**src/rtl/job_table_pkg.sv**
```systemverilog
package job_table_pkg;

    typedef enum logic {
        ST_IDLE   = 1'b0,
        ST_RIPPLE = 1'b1
    } jt_state_e;

endpackage

```
**src/rtl/jt_store.sv**
```systemverilog
module jt_store #(
    parameter int DEPTH = 8,
    parameter int TW    = 16,
    parameter int AW    = 32,
    parameter int FW    = 8,
    parameter int SW    = 16,
    parameter int IW    = $clog2(DEPTH)
) (
    input  logic          clk,
    input  logic          rst_n,
    input  logic          we,
    input  logic [IW-1:0] widx,
    input  logic [IW-1:0] wlink,
    input  logic [TW-1:0] wstart,
    input  logic [TW-1:0] wfinish,
    input  logic [AW-1:0] waddr,
    input  logic [FW-1:0] wflow,
    input  logic [SW-1:0] wseq,
    input  logic          adj_en,
    input  logic [IW-1:0] adj_idx,
    input  logic [TW-1:0] adj_amt,
    input  logic [IW-1:0] head_idx,
    input  logic [IW-1:0] cur_idx,
    input  logic [IW-1:0] tail_idx,
    output logic [TW-1:0] head_start,
    output logic [TW-1:0] head_finish,
    output logic [AW-1:0] head_addr,
    output logic [FW-1:0] head_flow,
    output logic [SW-1:0] head_seq,
    output logic [TW-1:0] cur_start,
    output logic [TW-1:0] cur_finish,
    output logic [IW-1:0] cur_link,
    output logic [TW-1:0] tail_finish
);

    logic [TW-1:0] start_q  [DEPTH];
    logic [TW-1:0] finish_q [DEPTH];
    logic [AW-1:0] addr_q   [DEPTH];
    logic [FW-1:0] flow_q   [DEPTH];
    logic [SW-1:0] seq_q    [DEPTH];
    logic [IW-1:0] link_q   [DEPTH];

    for (genvar g = 0; g < DEPTH; g++) begin : g_slot
        always_ff @(posedge clk) begin
            if (!rst_n) begin
                start_q[g]  <= '0;
                finish_q[g] <= '0;
                addr_q[g]   <= '0;
                flow_q[g]   <= '0;
                seq_q[g]    <= '0;
                link_q[g]   <= '0;
            end else if (we && (widx == IW'(g))) begin
                start_q[g]  <= wstart;
                finish_q[g] <= wfinish;
                addr_q[g]   <= waddr;
                flow_q[g]   <= wflow;
                seq_q[g]    <= wseq;
                link_q[g]   <= wlink;
            end else if (adj_en && (adj_idx == IW'(g))) begin
                start_q[g]  <= start_q[g] + adj_amt;
                finish_q[g] <= finish_q[g] + adj_amt;
            end
        end
    end

    always_comb begin
        head_start  = start_q[head_idx];
        head_finish = finish_q[head_idx];
        head_addr   = addr_q[head_idx];
        head_flow   = flow_q[head_idx];
        head_seq    = seq_q[head_idx];
        cur_start   = start_q[cur_idx];
        cur_finish  = finish_q[cur_idx];
        cur_link    = link_q[cur_idx];
        tail_finish = finish_q[tail_idx];
    end

endmodule

```
**src/rtl/jt_ctrl.sv**
```systemverilog
module jt_ctrl
    import job_table_pkg::*;
#(
    parameter int DEPTH = 8,
    parameter int TW    = 16,
    parameter int IW    = $clog2(DEPTH),
    parameter int CW    = $clog2(DEPTH + 1)
) (
    input  logic          clk,
    input  logic          rst_n,
    input  logic          wr_en,
    input  logic          done_en,
    input  logic [TW-1:0] done_time,
    input  logic [TW-1:0] cur_start,
    input  logic [TW-1:0] cur_finish,
    input  logic [IW-1:0] cur_link,
    output logic          we,
    output logic [IW-1:0] widx,
    output logic [IW-1:0] wlink,
    output logic          adj_en,
    output logic [IW-1:0] adj_idx,
    output logic [TW-1:0] adj_amt,
    output logic [IW-1:0] head_idx,
    output logic [IW-1:0] cur_idx,
    output logic [IW-1:0] tail_idx,
    output logic [CW-1:0] count,
    output logic          busy,
    output logic          err
);

    localparam logic [IW-1:0] LAST = IW'(DEPTH - 1);
    localparam logic [CW-1:0] FULL_CNT = CW'(DEPTH);

    jt_state_e     state_q, state_d;
    logic [IW-1:0] head_q, wptr_q, cur_q;
    logic [CW-1:0] count_q;
    logic [TW-1:0] ref_q;
    logic          err_q;

    logic          is_idle, is_empty, is_full;
    logic          take_done, take_wr, need_shift, at_tail;
    logic [IW-1:0] head_nx, wptr_nx;
    logic [TW-1:0] shift_amt;

    always_comb begin
        is_idle    = (state_q == ST_IDLE);
        is_empty   = (count_q == '0);
        is_full    = (count_q == FULL_CNT);
        take_done  = is_idle && done_en && !is_empty;
        take_wr    = is_idle && wr_en && !done_en && !is_full;
        head_nx    = (head_q == LAST) ? '0 : head_q + IW'(1);
        wptr_nx    = (wptr_q == LAST) ? '0 : wptr_q + IW'(1);
        tail_idx   = (wptr_q == '0) ? LAST : wptr_q - IW'(1);
        at_tail    = (cur_q == tail_idx);
        need_shift = (state_q == ST_RIPPLE) && (ref_q >= cur_start);
        shift_amt  = ref_q - cur_start + TW'(1);
    end

    always_comb begin
        state_d = state_q;
        unique case (state_q)
            ST_IDLE: begin
                if (take_done && (count_q > CW'(1))) state_d = ST_RIPPLE;
            end
            ST_RIPPLE: begin
                if (!need_shift || at_tail) state_d = ST_IDLE;
            end
        endcase
    end

    always_ff @(posedge clk) begin
        if (!rst_n) state_q <= ST_IDLE;
        else        state_q <= state_d;
    end

    always_ff @(posedge clk) begin
        if (!rst_n) begin
            head_q  <= '0;
            wptr_q  <= '0;
            cur_q   <= '0;
            count_q <= '0;
            ref_q   <= '0;
            err_q   <= 1'b0;
        end else begin
            err_q <= wr_en && !take_wr;
            if (take_done) begin
                head_q  <= head_nx;
                cur_q   <= head_nx;
                ref_q   <= done_time;
                count_q <= count_q - CW'(1);
            end else if (take_wr) begin
                wptr_q  <= wptr_nx;
                count_q <= count_q + CW'(1);
            end
            if (need_shift) begin
                ref_q <= cur_finish + shift_amt;
                if (!at_tail) cur_q <= cur_link;
            end
        end
    end

    always_comb begin
        we       = take_wr;
        widx     = wptr_q;
        wlink    = wptr_nx;
        adj_en   = need_shift;
        adj_idx  = cur_q;
        adj_amt  = shift_amt;
        head_idx = head_q;
        cur_idx  = cur_q;
        count    = count_q;
        busy     = (state_q == ST_RIPPLE);
        err      = err_q;
    end


    full_refuse_chk: assert property (@(posedge clk) disable iff (!rst_n)
        (is_idle && is_full && wr_en && !done_en) |=> (err_q && count_q == FULL_CNT));


    busy_refuse_chk: assert property (@(posedge clk) disable iff (!rst_n)
        ((state_q == ST_RIPPLE) && wr_en) |=> (err_q && count_q == $past(count_q)));


    pop_count_chk: assert property (@(posedge clk) disable iff (!rst_n)
        take_done |=> (count_q == $past(count_q) - CW'(1)));


    empty_done_chk: assert property (@(posedge clk) disable iff (!rst_n)
        (is_idle && is_empty && done_en) |=> (count_q == '0));


    ripple_nonempty_chk: assert property (@(posedge clk) disable iff (!rst_n)
        (state_q == ST_RIPPLE) |-> (count_q != '0));


    ripple_continue_chk: assert property (@(posedge clk) disable iff (!rst_n)
        (need_shift && !at_tail) |=> (state_q == ST_RIPPLE));


    same_cycle_chk: assert property (@(posedge clk) disable iff (!rst_n)
        (is_idle && done_en && wr_en) |=> err_q);

endmodule

```
**src/rtl/job_table.sv**
```systemverilog
module job_table #(
    parameter int DEPTH = 8,
    parameter int TW    = 16,
    parameter int AW    = 32,
    parameter int FW    = 8,
    parameter int SW    = 16,
    localparam int IW   = $clog2(DEPTH),
    localparam int CW   = $clog2(DEPTH + 1)
) (
    input  logic          clk,
    input  logic          rst_n,
    input  logic          wr_en,
    input  logic [TW-1:0] wr_start,
    input  logic [TW-1:0] wr_finish,
    input  logic [AW-1:0] wr_addr,
    input  logic [FW-1:0] wr_flow,
    input  logic [SW-1:0] wr_seq,
    input  logic          done_en,
    input  logic [TW-1:0] done_time,
    output logic          head_valid,
    output logic [TW-1:0] head_start,
    output logic [TW-1:0] head_finish,
    output logic [AW-1:0] head_addr,
    output logic [FW-1:0] head_flow,
    output logic [SW-1:0] head_seq,
    output logic [TW-1:0] tail_finish,
    output logic [CW-1:0] count,
    output logic          full,
    output logic          empty,
    output logic          busy,
    output logic          err
);

    logic          we, adj_en;
    logic [IW-1:0] widx, wlink, adj_idx, head_idx, cur_idx, tail_idx, cur_link;
    logic [TW-1:0] adj_amt, cur_start, cur_finish, tail_fin_raw;
    logic [TW-1:0] h_start, h_finish;
    logic [AW-1:0] h_addr;
    logic [FW-1:0] h_flow;
    logic [SW-1:0] h_seq;

    jt_ctrl #(.DEPTH(DEPTH), .TW(TW), .IW(IW), .CW(CW)) u_ctrl (
        .clk(clk), .rst_n(rst_n), .wr_en(wr_en), .done_en(done_en),
        .done_time(done_time), .cur_start(cur_start), .cur_finish(cur_finish),
        .cur_link(cur_link), .we(we), .widx(widx), .wlink(wlink),
        .adj_en(adj_en), .adj_idx(adj_idx), .adj_amt(adj_amt),
        .head_idx(head_idx), .cur_idx(cur_idx), .tail_idx(tail_idx),
        .count(count), .busy(busy), .err(err)
    );

    jt_store #(.DEPTH(DEPTH), .TW(TW), .AW(AW), .FW(FW), .SW(SW), .IW(IW)) u_store (
        .clk(clk), .rst_n(rst_n), .we(we), .widx(widx), .wlink(wlink),
        .wstart(wr_start), .wfinish(wr_finish), .waddr(wr_addr),
        .wflow(wr_flow), .wseq(wr_seq), .adj_en(adj_en), .adj_idx(adj_idx),
        .adj_amt(adj_amt), .head_idx(head_idx), .cur_idx(cur_idx),
        .tail_idx(tail_idx), .head_start(h_start), .head_finish(h_finish),
        .head_addr(h_addr), .head_flow(h_flow), .head_seq(h_seq),
        .cur_start(cur_start), .cur_finish(cur_finish), .cur_link(cur_link),
        .tail_finish(tail_fin_raw)
    );

    always_comb begin
        empty       = (count == '0);
        full        = (count == CW'(DEPTH));
        head_valid  = !empty;
        head_start  = empty ? '0 : h_start;
        head_finish = empty ? '0 : h_finish;
        head_addr   = empty ? '0 : h_addr;
        head_flow   = empty ? '0 : h_flow;
        head_seq    = empty ? '0 : h_seq;
        tail_finish = empty ? '0 : tail_fin_raw;
    end


    reset_clean_chk: assert property (@(posedge clk)
        !rst_n |=> (empty && !busy && !err));


    err_source_chk: assert property (@(posedge clk) disable iff (!rst_n)
        (!wr_en) |=> !err);

endmodule

```
**config.mk**
```make
export PLATFORM = sky130hd
export DESIGN_NAME = job_table
export DESIGN_NICKNAME = d
export VERILOG_FILES = /design/src/rtl/job_table_pkg.sv /design/src/rtl/jt_store.sv /design/src/rtl/jt_ctrl.sv /design/src/rtl/job_table.sv
export SDC_FILE = /design/constraint.sdc
export NUM_CORES = 2
export LEC_CHECK = 0
export ABC_AREA = 1
export BUFFER_PORTS_ARGS = -buffer_cell sky130_fd_sc_hd__buf_2
export CORE_MARGIN = 5
export CORE_UTILIZATION = 43
export DETAILED_ROUTE_END_ITERATION = 7
export PLACE_DENSITY = 0.69
export SLEW_MARGIN = 0
export SYNTH_ARGS = -nofsm -noshare
export SYNTH_HDL_FRONTEND = slang
export SYNTH_SLANG_ARGS = --single-unit
```
**constraint.sdc**
```tcl
create_clock -name clk -period 14.4 [get_ports clk]
set_input_delay 1.44 -clock clk [delete_from_list [all_inputs] [get_ports clk]]
set_output_delay 1.44 -clock clk [all_outputs]
set_load 0.02 [all_outputs]
```
==> reports/results.tsv <==
metric	value	unit
rrSetupSlack	7130	ps
rsz0062_at_grt	false	
crit_cells	33	
yosysSeqAreaShare	0.4443	
grt_pass1_wl	269400	µm
hold_violations	0	
antenna_found_initial	5	
path_delay_family	buffers and inverters	
dr.pass1.iters	8	
startpoint_type	flip-flop	
clk_pin_slew	60	ps
required	14810	ps
dieArea	124900	µm²
fp.dieW	353.5	µm
cts_buffer_depth	3	
synth_area	50730	µm²
grt_pass1_vias	43830	
dp_hpwl	117200	µm
remaining_drc_errors	0	
finClkSkew	44.54	ps
min_from	u_ctrl.ref_q[10]	
slew_headroom	-0.02466	
numCtsBuffers	89	
crit_arrival	7690	ps
cp_max_fo	33	
initial_core_util	0.4313	
io_buffers	220	
htreeDepth	3	
vias	45830	
hold_buffers	0	
crit_path_end_kind	flip-flop	
avgRoutedWirePerCell	23.74	µm
yosysWarnings	0	
crit_top_cell	nand2_1	
synth_nets	6457	
crit_buf_inv	8	
r2r_cells	33	
layout_commonest_cell	nor2_1	
worstSetupPathType	flip-flop to flip-flop	
io_pins	221	
setup_viol	0	
slowest_delay	590	ps
drtIter0Drc	5572	
clock_latency	690	ps
area_growth	10.73	%
holdPathStages	2	
fill_cells	11220	
grt_max_degree	187	
gr-total-overflow	0	
cp_slowest_cell	dfxtp_1	
die_y	353.5	µm
final_layout_size_suffix_gt1_frac	0.08442	
row_count	126	
tightest_slew	1527	ps
via_per_inst	5.992	
min_period_over_period	0.5052	
worst_hold_path.endpoint	u_ctrl.ref_q[10]	
cap_violations	1	
postRouteAntennaNets	0	
r2r_start	u_ctrl.adj_idx[0]	
synth_cell_types	63	
r2r-end	u_store.finish_q[4][15]	
syn_area_per_cell	8.490	µm²
fin_crit	7275	ps
multi_input_area	25290	µm²
clock-root-buffer	clkbuf_16	
ys_seq_elements	762	
mostFrequentLayoutCells	nor2_1 (1072), edfxtp_1 (728), nand2_1 (719)	
postCtsSetupBuffers	0	
cts_sinks	762	
fin_setup_tns	0	ps
netlist_instances	5975	
cts-resized-gates	0	
fin_nets	6519	
outcome	complete, but fails checks	
seq_area	22550	µm²
hp-class	flip-flop to flip-flop	
final_max_slew_viol_count	2	
violations	capacitance limit, slew limit	
cts_tree	built	
gp_congestion	0.9850	
drt_wl_total	181600	µm
fmax	137.5	MHz
grt_use_total	0.2791	
core	117600	µm²
Yosys cell counts (all sizes together):
cell / number / area (µm²)
a211oi: 20 / 150.1
a21boi: 27 / 202.7
a21o: 47 / 352.8
a21oi: 389 / 1962
a221oi: 8 / 70.07
a22oi: 34 / 255.2
a311oi: 6 / 52.55
a31oi: 85 / 531.8
a32o: 1 / 10.01
and3: 1 / 6.260
buf: 87 / 466.7
clkbuf: 225 / 844.6
clkinv: 5 / 26.28
conb: 1 / 3.750
dfxtp: 34 / 680.7
edfxtp: 728 / 21860
fa: 25 / 500.5
ha: 349 / 4367
inv: 484 / 1834
nand2: 739 / 2870
nand2b: 2 / 12.51
nand3: 183 / 928.4
nand3b: 1 / 7.510
nand4: 25 / 156.4
nor2: 1082 / 4116
nor3: 51 / 286.5
nor4: 1 / 12.51
o2111ai: 20 / 175.2
o211ai: 19 / 142.6
o21a: 4 / 30.03
o21ai: 815 / 4090
o21bai: 18 / 135.1
o221ai: 4 / 35.03
o22ai: 183 / 1145
o31ai: 19 / 142.6
o32ai: 12 / 105.1
or2: 10 / 62.56
xnor2: 101 / 884.6
xor2: 130 / 1214
metrics by stage:
step | std cells | utilization | cell area, µm² | setup WS, ps | hold WS (ps)
floorplan | 5975 | - | 50730 | 8306 | 443.6
global placement | 7482 | 0.4527 | 53240 | 7489 | 462.8
detailed placement | 7482 | 0.4527 | 53240 | 7363 | 464.9
CTS | 7648 | 0.4776 | 56170 | 7287 | 477.0
global route | 7648 | 0.4776 | 56170 | 6783 | 505.5
finish | 7649 | 0.4776 | 56170 | 7125 | 481.1
cells by family after synthesis:
family / Yosys count / share of synthesized area
simple gates: 2095 / 0.1668
fa+ha+maj: 374 / 0.09594
flops: 762 / 0.4443
xor+xnor: 231 / 0.04136
buf+inv: 801 / 0.06252
other cells: 1 / 0.00007392
compound gates: 1711 / 0.1890
tightest hold or removal path, cell delays in order, from the launching register on:
cell and delay (ps):
dfxtp_1 310, nand2_1 60, a21oi_1 60
worst max path at each step:
stage,from,to,slack (ps)
final,u_ctrl.adj_idx[0],u_store.finish_q[4][15],7130
after global routing,u_ctrl.adj_idx[0],u_store.finish_q[4][15],6780
after CTS,u_ctrl.adj_idx[0],u_store.finish_q[4][15],7290
after detailed placement,u_ctrl.adj_idx[0],u_store.finish_q[4][15],7360
after global placement,u_ctrl.adj_idx[0],u_store.finish_q[4][15],7490
after floorplan,done_en,u_store.finish_q[6][0],8310
layout make-up:
class | instances | share of cell area
clock inverters | 57 | 0.01125
inverters | 489 | 0.03363
repair buffers | 283 | 0.02824
flip-flops and latches | 762 | 0.4014
diodes | 1 | 0.00004455
clock buffers | 109 | 0.04098
multi-input cells | 4412 | 0.4502
well taps | 1536 | 0.03421
sequential cells by signal, indices dropped and copies added, names as in the netlist, named ones only:
signal            cells
u_ctrl.widx           3
u_store.seq_q       128
u_ctrl.head_idx       3
u_store.start_q     128
u_store.flow_q       64
u_ctrl.err            1
u_ctrl.count          4
u_store.link_q       24
u_ctrl.ref_q         16
u_store.finish_q    128
u_store.addr_q      256
u_ctrl.busy           1
u_ctrl.adj_idx        3
routing by layer:
layer / share of wire / up-vias / track usage
li1: - / 20990 / -
met1: 0.38 / 21690 / 0.3480
met2: 0.46 / 2558 / 0.4601
met3: 0.093 / 593 / 0.04580
met4: 0.068 / 2 / 0.1623
met5: 0.000039 / - / 0
Power is left out: the tool's default activity adds up to more than one toggle a clock period on the data nets, which glitch-free logic cannot reach.
